### src/rtl/mdio_pkg.sv
package mdio_pkg;
  localparam int DIV_W   = 8;
  localparam int PHY_W   = 5;
  localparam int DATA_W  = 16;
  localparam int FRAME_W = 32;

  typedef enum logic [1:0] {
    OP_WRITE = 2'd0,
    OP_READ  = 2'd1,
    OP_SCAN  = 2'd2
  } mdio_op_e;

  localparam logic [1:0] SOF      = 2'b01;
  localparam logic [1:0] OPC_WR   = 2'b01;
  localparam logic [1:0] OPC_RD   = 2'b10;
  localparam logic [1:0] TURN_WR  = 2'b10;
endpackage

### src/rtl/mdio_clkgen.sv
module mdio_clkgen #(
  parameter int DIV_W = 8
) (
  input  logic             clk,
  input  logic             rst_n,
  input  logic             run,
  input  logic [DIV_W-1:0] div,
  output logic             mdc,
  output logic             rise,
  output logic             fall
);
  localparam int HW = DIV_W - 1;

  logic [HW-1:0] half;
  logic [HW-1:0] cnt_q, cnt_n;
  logic          mdc_q, mdc_n;
  logic          tick;

  // bit 0 of the divisor is dropped so the period is always even
  assign half = (div[DIV_W-1:1] == '0) ? HW'(1) : div[DIV_W-1:1];
  assign tick = run && (cnt_q == half - HW'(1));
  assign rise = tick && !mdc_q;
  assign fall = tick && mdc_q;
  assign mdc  = mdc_q;

  always_comb begin
    cnt_n = cnt_q;
    mdc_n = mdc_q;
    if (!run) begin
      cnt_n = '0;
      mdc_n = 1'b0;
    end else if (tick) begin
      cnt_n = '0;
      mdc_n = !mdc_q;
    end else begin
      cnt_n = cnt_q + HW'(1);
    end
  end

  always_ff @(posedge clk or negedge rst_n) begin
    if (!rst_n) begin
      cnt_q <= '0;
      mdc_q <= 1'b0;
    end else begin
      cnt_q <= cnt_n;
      mdc_q <= mdc_n;
    end
  end
endmodule

### src/rtl/mdio_frame.sv
module mdio_frame #(
  parameter int FRAME_W = 32,
  parameter int DATA_W  = 16
) (
  input  logic               clk,
  input  logic               rst_n,
  input  logic               load,
  input  logic               pre_off,
  input  logic               rd_mode,
  input  logic [FRAME_W-1:0] word_i,
  input  logic               active,
  input  logic               rise,
  input  logic               fall,
  input  logic               mdio_in,
  output logic               bit_o,
  output logic               oe_o,
  output logic [DATA_W-1:0]  rx_o,
  output logic               last_o
);
  localparam int PW  = $clog2(FRAME_W);      // position inside frame word
  localparam int CW  = PW + 1;               // preamble + frame counter
  localparam int TA0 = FRAME_W - DATA_W - 2; // first turnaround position

  logic [CW-1:0]      pos_q, pos_n;
  logic [FRAME_W-1:0] word_q, word_n;
  logic               rdm_q, rdm_n;
  logic [DATA_W-1:0]  rx_q, rx_n;
  logic               in_frame;
  logic [PW-1:0]      fpos;

  assign in_frame = pos_q[CW-1];
  assign fpos     = pos_q[PW-1:0];
  assign last_o   = fall && (pos_q == {CW{1'b1}});
  assign bit_o    = in_frame ? word_q[~fpos] : 1'b1;
  assign oe_o     = active && !(rdm_q && in_frame && (fpos >= PW'(TA0)));
  assign rx_o     = rx_q;

  always_comb begin
    pos_n  = pos_q;
    word_n = word_q;
    rdm_n  = rdm_q;
    rx_n   = rx_q;
    if (load) begin
      pos_n  = pre_off ? {1'b1, {PW{1'b0}}} : '0;
      word_n = word_i;
      rdm_n  = rd_mode;
    end else if (fall && !last_o) begin
      pos_n = pos_q + CW'(1);
    end
    if (rise && in_frame && (fpos >= PW'(FRAME_W - DATA_W)))
      rx_n = {rx_q[DATA_W-2:0], mdio_in};
  end

  always_ff @(posedge clk or negedge rst_n) begin
    if (!rst_n) begin
      pos_q  <= '0;
      word_q <= '0;
      rdm_q  <= 1'b0;
      rx_q   <= '0;
    end else begin
      pos_q  <= pos_n;
      word_q <= word_n;
      rdm_q  <= rdm_n;
      rx_q   <= rx_n;
    end
  end
endmodule

### src/rtl/mdio_master.sv
module mdio_master
  import mdio_pkg::*;
(
  input  logic         clk,
  input  logic         rst_n,
  input  logic [8:0]   mode_reg,
  input  logic [2:0]   cmd_reg,
  input  logic [12:0]  addr_reg,
  input  logic [15:0]  txd_reg,
  output logic [15:0]  rxd_reg,
  output logic [2:0]   status,
  output logic         mdc,
  input  logic         mdio_in,
  output logic         mdio_out,
  output logic         mdio_oe
);
  logic              busy_q, busy_n;
  logic              done_q, done_n;
  logic              inv_q, inv_n;
  logic              lf_q, lf_n;
  logic [DATA_W-1:0] rd_q, rd_n;
  mdio_op_e          op_q, op_n;

  logic              rise, fall, frm_last;
  logic [DATA_W-1:0] rx_word;
  logic              want_wr, want_rd, want_sc, start, rescan, load;
  mdio_op_e          start_op, load_op;
  logic [PHY_W-1:0]  phy_a, reg_a;
  logic [FRAME_W-1:0] word;

  assign phy_a   = addr_reg[4:0];
  assign reg_a   = addr_reg[12:8];
  assign want_wr = cmd_reg[2] && !done_q;
  assign want_rd = cmd_reg[1] && !done_q;
  assign want_sc = cmd_reg[0];
  assign start   = !busy_q && (want_wr || want_rd || want_sc);
  assign start_op = want_wr ? OP_WRITE : (want_rd ? OP_READ : OP_SCAN);
  assign rescan  = frm_last && (op_q == OP_SCAN) && cmd_reg[0];
  assign load    = start || rescan;
  assign load_op = start ? start_op : OP_SCAN;
  assign word    = (load_op == OP_WRITE)
                 ? {SOF, OPC_WR, phy_a, reg_a, TURN_WR, txd_reg}
                 : {SOF, OPC_RD, phy_a, reg_a, 2'b11, {DATA_W{1'b1}}};

  mdio_clkgen #(.DIV_W(DIV_W)) u_clk (
    .clk(clk), .rst_n(rst_n), .run(busy_q), .div(mode_reg[7:0]),
    .mdc(mdc), .rise(rise), .fall(fall)
  );

  mdio_frame #(.FRAME_W(FRAME_W), .DATA_W(DATA_W)) u_frm (
    .clk(clk), .rst_n(rst_n), .load(load), .pre_off(mode_reg[8]),
    .rd_mode(load_op != OP_WRITE), .word_i(word), .active(busy_q),
    .rise(rise), .fall(fall), .mdio_in(mdio_in), .bit_o(mdio_out),
    .oe_o(mdio_oe), .rx_o(rx_word), .last_o(frm_last)
  );

  always_comb begin
    busy_n = busy_q;
    done_n = done_q;
    inv_n  = inv_q;
    lf_n   = lf_q;
    rd_n   = rd_q;
    op_n   = op_q;
    if (cmd_reg == 3'b000) done_n = 1'b0;
    if (start) begin
      busy_n = 1'b1;
      op_n   = start_op;
      if (start_op == OP_SCAN) inv_n = 1'b1;
    end
    if (frm_last) begin
      case (op_q)
        OP_WRITE: begin
          done_n = 1'b1;
          busy_n = 1'b0;
        end
        OP_READ: begin
          rd_n   = rx_word;
          done_n = 1'b1;
          busy_n = 1'b0;
        end
        default: begin
          rd_n   = rx_word;
          inv_n  = 1'b0;
          lf_n   = !rx_word[2];
          busy_n = cmd_reg[0];
        end
      endcase
    end
  end

  always_ff @(posedge clk or negedge rst_n) begin
    if (!rst_n) begin
      busy_q <= 1'b0;
      done_q <= 1'b0;
      inv_q  <= 1'b0;
      lf_q   <= 1'b0;
      rd_q   <= '0;
      op_q   <= OP_WRITE;
    end else begin
      busy_q <= busy_n;
      done_q <= done_n;
      inv_q  <= inv_n;
      lf_q   <= lf_n;
      rd_q   <= rd_n;
      op_q   <= op_n;
    end
  end

  assign rxd_reg = rd_q;
  assign status  = {inv_q, busy_q, lf_q};
endmodule

### config.mk
export PLATFORM = sky130hd
export DESIGN_NAME = mdio_master
export DESIGN_NICKNAME = d
export VERILOG_FILES = /design/src/rtl/mdio_pkg.sv /design/src/rtl/mdio_clkgen.sv /design/src/rtl/mdio_frame.sv /design/src/rtl/mdio_master.sv
export SDC_FILE = /design/constraint.sdc
export NUM_CORES = 1
export LEC_CHECK = 0
export BUFFER_PORTS_ARGS = -buffer_cell sky130_fd_sc_hd__buf_4
export CAP_MARGIN = 20
export CORE_MARGIN = 4
export CORE_UTILIZATION = 57
export CTS_BUF_LIST = sky130_fd_sc_hd__clkbuf_16
export DETAILED_ROUTE_END_ITERATION = 16
export HOLD_SLACK_MARGIN = 0.08
export PLACE_DENSITY = 0.76
export SYNTH_ARGS = -nofsm -noshare
export SYNTH_HDL_FRONTEND = slang
export SYNTH_HIERARCHICAL = 1
export SYNTH_SLANG_ARGS = --single-unit
### constraint.sdc
create_clock -name clk -period 3.95 [get_ports clk]
set_input_delay 0.79 -clock clk [delete_from_list [all_inputs] [get_ports clk]]
set_output_delay 0.79 -clock clk [all_outputs]
set_load 0.02 [all_outputs]
Yosys cells after proc, flatten, opt, wreduce, memory -nomap -nowiden
Cells that the tools add are included.

operators by class
  eq/ne operators = 6
  add/sub/neg operators = 3
  mux-type cells = 25
  magnitude comparators = 3
  reduce and logical (&&, ||, !) cells = 34
  bitwise logic cells = 3

operators by type and width
  operator                                                                      number
  30-bit two-way mux                                                            1
  7-bit two-way mux                                                             3
  6-bit two-way mux                                                             3
  1-bit logical AND                                                             15
  1-bit two-way mux                                                             14
  7-bit by 1-bit adder with 7-bit output, second input constant                 1
  7-bit == test                                                                 1
  7-bit zero test                                                               1
  7-bit by 1-bit subtractor with 7-bit output, second input constant            1
  6-bit by 1-bit adder with 6-bit output, second input constant                 1
  6-bit == test, second input constant                                          1
  1-bit zero test                                                               6
  5-bit by 6-bit less-than comparator with 1-bit output, second input constant  1
  2-bit two-way mux                                                             3
  2-bit nonzero test                                                            3
  1-bit binary-select mux with 5-bit select                                     1
  5-bit by 4-bit >= comparator with 1-bit output, second input constant         1
  5-bit >= comparator, second input constant                                    1
  5-bit inverter                                                                1
  2-bit == test, second input constant                                          2
  2-bit zero test                                                               2
  2-bit AND reduction                                                           2
  3-bit zero test                                                               1
  1-bit logical OR                                                              3
  other kinds (4)                                                               5

word-level totals
  input bits = 44
  output and inout bits = 22
  register bits = 85
  logic and storage cells = 86

Depth between registers and ports, before layout
  depth in word-level cells = 11
  mapped depth = 15
  gate-level depth less buffers = 14

Cells and area by module
Netlist, hierarchy kept.

modules (own cells, without submodules)
  module       sequential area each (µm²)  area each (µm²)  instances  cells each
  mdio_frame   1376.3                      2461.1           1          167
  mdio_master  550.5                       1092.3           1          83
  mdio_clkgen  200.2                       603.1            1          62

Least setup slack after synthesis
No wires, ideal clock.

  path kind = input port to flip-flop
  from = input port mode_reg[4]
  to = register u_frm.rdm_q
  arrival = 4.040 ns
  slack = -0.215 ns
  path buffers = 1
  stages = 14
  required time = 3.825 ns
  library setup time = 0.125 ns
  cells stage by stage = nor4_2 > a21oi_1 > ha_1 > and3_1 > o21ai_0 > a32oi_2 > nor4_2 > and3_1 > nand4_1 > nor2_1 > nand2_1 > o221ai_1 > buf_1 > mux2_2

between the ends
  word-level cells in the longest chain between the ends = 10

RTL lines
  element                                        line               RTL
  from (decl)                                    mdio_master.sv:6   input logic [8:0] mode_reg,
  7-bit zero test                                mdio_clkgen.sv:20  assign half = (div[DIV_W-1:1] == '0) ? HW'(1) : div[DIV_W-1:1];
  7-bit two-way mux *                            mdio_clkgen.sv:20
  7-bit by 1-bit subtractor with 7-bit output *  mdio_clkgen.sv:21  assign tick = run && (cnt_q == half - HW'(1));
  7-bit == test *                                mdio_clkgen.sv:21
  1-bit logical AND *                            mdio_clkgen.sv:21
  1-bit logical AND *                            mdio_clkgen.sv:23  assign fall = tick && mdc_q;
  named net fall                                 mdio_master.sv:24  logic rise, fall, frm_last;
  1-bit logical AND *                            mdio_frame.sv:33   assign last_o = fall && (pos_q == {CW{1'b1}});
  named net frm_last                             mdio_master.sv:24
  1-bit logical AND * (2 in a row)               mdio_master.sv:38  assign rescan = frm_last && (op_q == OP_SCAN) && cmd_reg[0];
  1-bit logical OR *                             mdio_master.sv:39  assign load = start || rescan;
  named net load                                 mdio_master.sv:26  logic want_wr, want_rd, want_sc, start, rescan, load;
  to (signal assigned)                           mdio_frame.sv:63   rdm_q <= rdm_n;
  to (decl)                                      mdio_frame.sv:26   logic rdm_q, rdm_n;

The timed path passes the listed nets; every way through them passes the cells marked *.
A chain may end at the register's enable or synchronous reset.

Worst setup path in the final report
  from = input port mode_reg[4]
  to = register u_frm.word_q[7]

between the ends
  word-level cells in the longest chain between the ends = 10

RTL lines
  element                                        line               RTL
  7-bit zero test                                mdio_clkgen.sv:20
  7-bit two-way mux *                            mdio_clkgen.sv:20
  7-bit by 1-bit subtractor with 7-bit output *  mdio_clkgen.sv:21
  7-bit == test *                                mdio_clkgen.sv:21
  1-bit logical AND *                            mdio_clkgen.sv:21
  1-bit logical AND *                            mdio_clkgen.sv:23
  named net fall                                 mdio_master.sv:24
  1-bit logical AND *                            mdio_frame.sv:33
  named net frm_last                             mdio_master.sv:24
  1-bit logical AND * (2 in a row)               mdio_master.sv:38
  1-bit logical OR *                             mdio_master.sv:39
  named net load                                 mdio_master.sv:26
  to (signal assigned)                           mdio_frame.sv:62   word_q <= word_n;
  to (decl)                                      mdio_frame.sv:25   logic [FRAME_W-1:0] word_q, word_n;

Marked as above.

==> impl_results.md <==
* Status: completed
* CP Launch Type: input pin
* Hold/Removal Path Class: reg -> reg
* Fin. Hold Viols at 0
* Final core utilization at 75.0%
* Peak supply drop at 307 uV
* F_max at 0.264 GHz
* Syn_area_per_cell at 13.3 um2
* Vias in the first global route at 2724
* DR top layer: met4
* Number of buffers created by CTS at 9
* Total number of vias at 2648
* CTS tree: built
* Area grow syn2layout at 25.3%
* Slew HR at 36.8%
* Hold path startpoint: u_frm/word_q[20]$_DFFE_PN0P_
* Rows at 30
* Largest cells by area after synthesis: dfrtp_1 51%, mux2_2 16%, mux2_4 3.6%, mux4_2 2.7%, nand2b_1 2.1%
* Reg2reg setup slack at 800 ps
* Post-synth EDFFs at 0
* Final Cycle Share at 95.8%
* Cells after DPL at 471
* DR iter-0 viols at 137
* CP Capture Type: register
* Worst Path Arrival at 3990 ps
* Mux cell area share after synthesis at 24.7%
* TritonCTS Sinks at 85
* Tot Pwr at 2.35 mW
* Tmin final at 3780 ps
* Drt total wl at 8.03 mm
* Reg2Reg Depth at 13
* CTS Root Buffer Type: clkbuf_16
* Clock Tree Buf Depth at 2
* Non-filler cells, final at 491
* DRT met1 WL at 3.62 mm
* R2R Path Start: u_clk/cnt_q[3]$_DFF_PN0_
* Max Slew Vio Count at 0
* Vias per Instance at 5.39
* I/O pin count at 66
* Setup ws final at 165 ps
* PortBufs at 61
* Most frequent cell after synthesis: dfrtp_1
* Post-synth cell types at 55
* Drt drc at 0
* Synth Cell Area at 4160 um2
* Initial antenna violation count at 0
* Most frequent cells after synthesis: 85 x dfrtp_1, 58 x mux2_2, 18 x nor2_1
* Syn. warnings at 6
* Compound-cell area share of the yosys netlist at 6.11%
* Synth Area in Adders at 1.20%
* Post-Synth XOR/XNOR Area at 3.34%
* Routed wl met2 at 3.95 mm
* Top cell type by total area after synthesis: dfrtp_1
* Largest family of logic cells by synthesized area: multiplexers
* Initial core utilization at 59.9%
* Yosys top cell area share at 51.2%
* Global-route total usage across every layer at 19.2%
* Drt pass-1 iters at 4
* Hold endpoint: u_frm/word_q[20]$_DFFE_PN0P_
* NumNets Final at 438
* Most used DFF post-synth: dfrtp_1
* Synth Area in Simple Gates at 10.3%
* Global-route wire length before repair at 13.1 mm
* Die X at 93.4 um
* Worst-path clk slew at 60 ps
* Design area at 5210 um2
* DP Worst Slack at -167 ps
* HPWL Detailed at 5.31 mm
* CP Class: in -> reg
* Placed instance area at 4820 um2
* Synth Register Bits at 85
* Core Footprint at 6940 um2
* Worst EP required at 4160 ps
* Hold-critical path depth at 1
* PwrDens at 452 nW/um2
* Clock latency on the worst-skew pair at 330 ps
* GRT overflow at 0
* Worst Max-Slew Pin Slew at 947 ps
* Worst Skew at 8.32 ps
* Async SR Flop Fraction at 100%
* Post-route ant nets at 0
* Register area share after synthesis at 51.2%
* WL/cell at 16.4 um
* Reg-to-reg endpoint: u_frm/word_q[7]$_DFFE_PN0P_
* Leakage power at 2.42 nW
* Share of post-route cells with drive strength above 1 at 47.1%
* Die ar. at 8720 um2
* Die span in y at 93.4 um
* Maximum number of pins on one net before global-route repair at 78
* CP max FO at 6
* H-tree depth at 3
* GPL Wtd Cong at 0.836
* Met3 Wirelength at 390 um
* Inserted Diodes at 0
* Synth Instances at 312
* Max Cap Violations at 0
* Final Setup Violations at 0
* Max reg flops at 32
-- layout by cell type (no fill, tap or decap), drive strengths merged, types with 4 or more instances in the layout --
cell type  count
and3           4
buf           81
clkbuf        10
dfrtp         85
ha             4
inv           10
mux2          68
mux2i          6
mux4           7
nand2          7
nand2b        14
nand3          6
nor2          18
nor3           4
o21ai          4
or2b           7
xnor2          5
xor2          10
-- critical path, stage by stage --
cell      delay [ps]
buf_4            120
nor4_4           310
a21oi_2          100
ha_1             240
and3_1           170
o21ai_0          200
a32oi_2          170
nor4_4           360
and3_4           230
nand4_1          160
nor2_2           170
nand2_1          120
o221ai_4         180
buf_12           160
buf_2            160
mux2_2           340
-- repair_timing --
| item | in CTS | in global routing |
|---|---|---|
| endpoints found under the setup margin | 0 | 32 |
| hold buffers | 0 | 0 |
| resized for setup | 0 | 5 |
| setup buffers | 0 | 1 |
-- per-stage QoR --
step / TNS, ps / hold WS (ps)
after global placement: -2950 / 482
after global routing: -223 / 517
after detailed placement: -4560 / 488
after floorplan: 0 / 454
final: 0 / 499
after CTS: 0 / 503
-- worst max path at each step --
| stage | to | from | slack [ps] | cells after the start |
|---|---|---|---|---|
| final | u_frm/word_q[7]$_DFFE_PN0P_ | mode_reg[4] | 170 | 16 |
| after global routing | u_frm/word_q[7]$_DFFE_PN0P_ | mode_reg[4] | -60 | 16 |
| after CTS | u_frm/word_q[6]$_DFFE_PN0P_ | mode_reg[4] | 130 | 15 |
| after detailed placement | u_frm/word_q[1]$_DFFE_PN0P_ | mode_reg[4] | -170 | 15 |
| after global placement | u_frm/word_q[5]$_DFFE_PN0P_ | mode_reg[4] | -110 | 15 |
| after floorplan | u_frm/word_q[18]$_DFFE_PN0P_ | mode_reg[4] | 6 | 14 |
-- cell type report --
class	count	area [um2]
Clock buffer	9	225
Clock inverter	7	73.8
Fill cell	489	1740
Inverter	8	30.0
Multi-Input combinational cell	204	1960
Sequential cell	85	2130
Tap cell	96	120
Timing Repair Buffer	82	676
-- report_power, final --
part,leakage (nW),total (mW),switching [mW],internal [mW]
combinational,1.21,0.436,0.192,0.244
clock,0.146,0.837,0.344,0.493
sequential,1.06,1.08,0.126,0.955
-- logic make-up (layout without fill, tap and decap cells) --
kind of cell,after synthesis,count (layout)
compound gates,28,28
xor+xnor,15,15
fa+ha+maj,4,4
buf+inv,24,106
flops,85,85
mux,81,81
other cells,2,3
simple gates,73,73
-- layer usage --
metal / GRT usage, % / up-vias
li1: - / 1265
met1: 26.4 / 1321
met2: 30.4 / 53
met3: 4.10 / 9
met4: 6.59 / 0
met5: 0 / -
(Power assumes the default switching activity.)
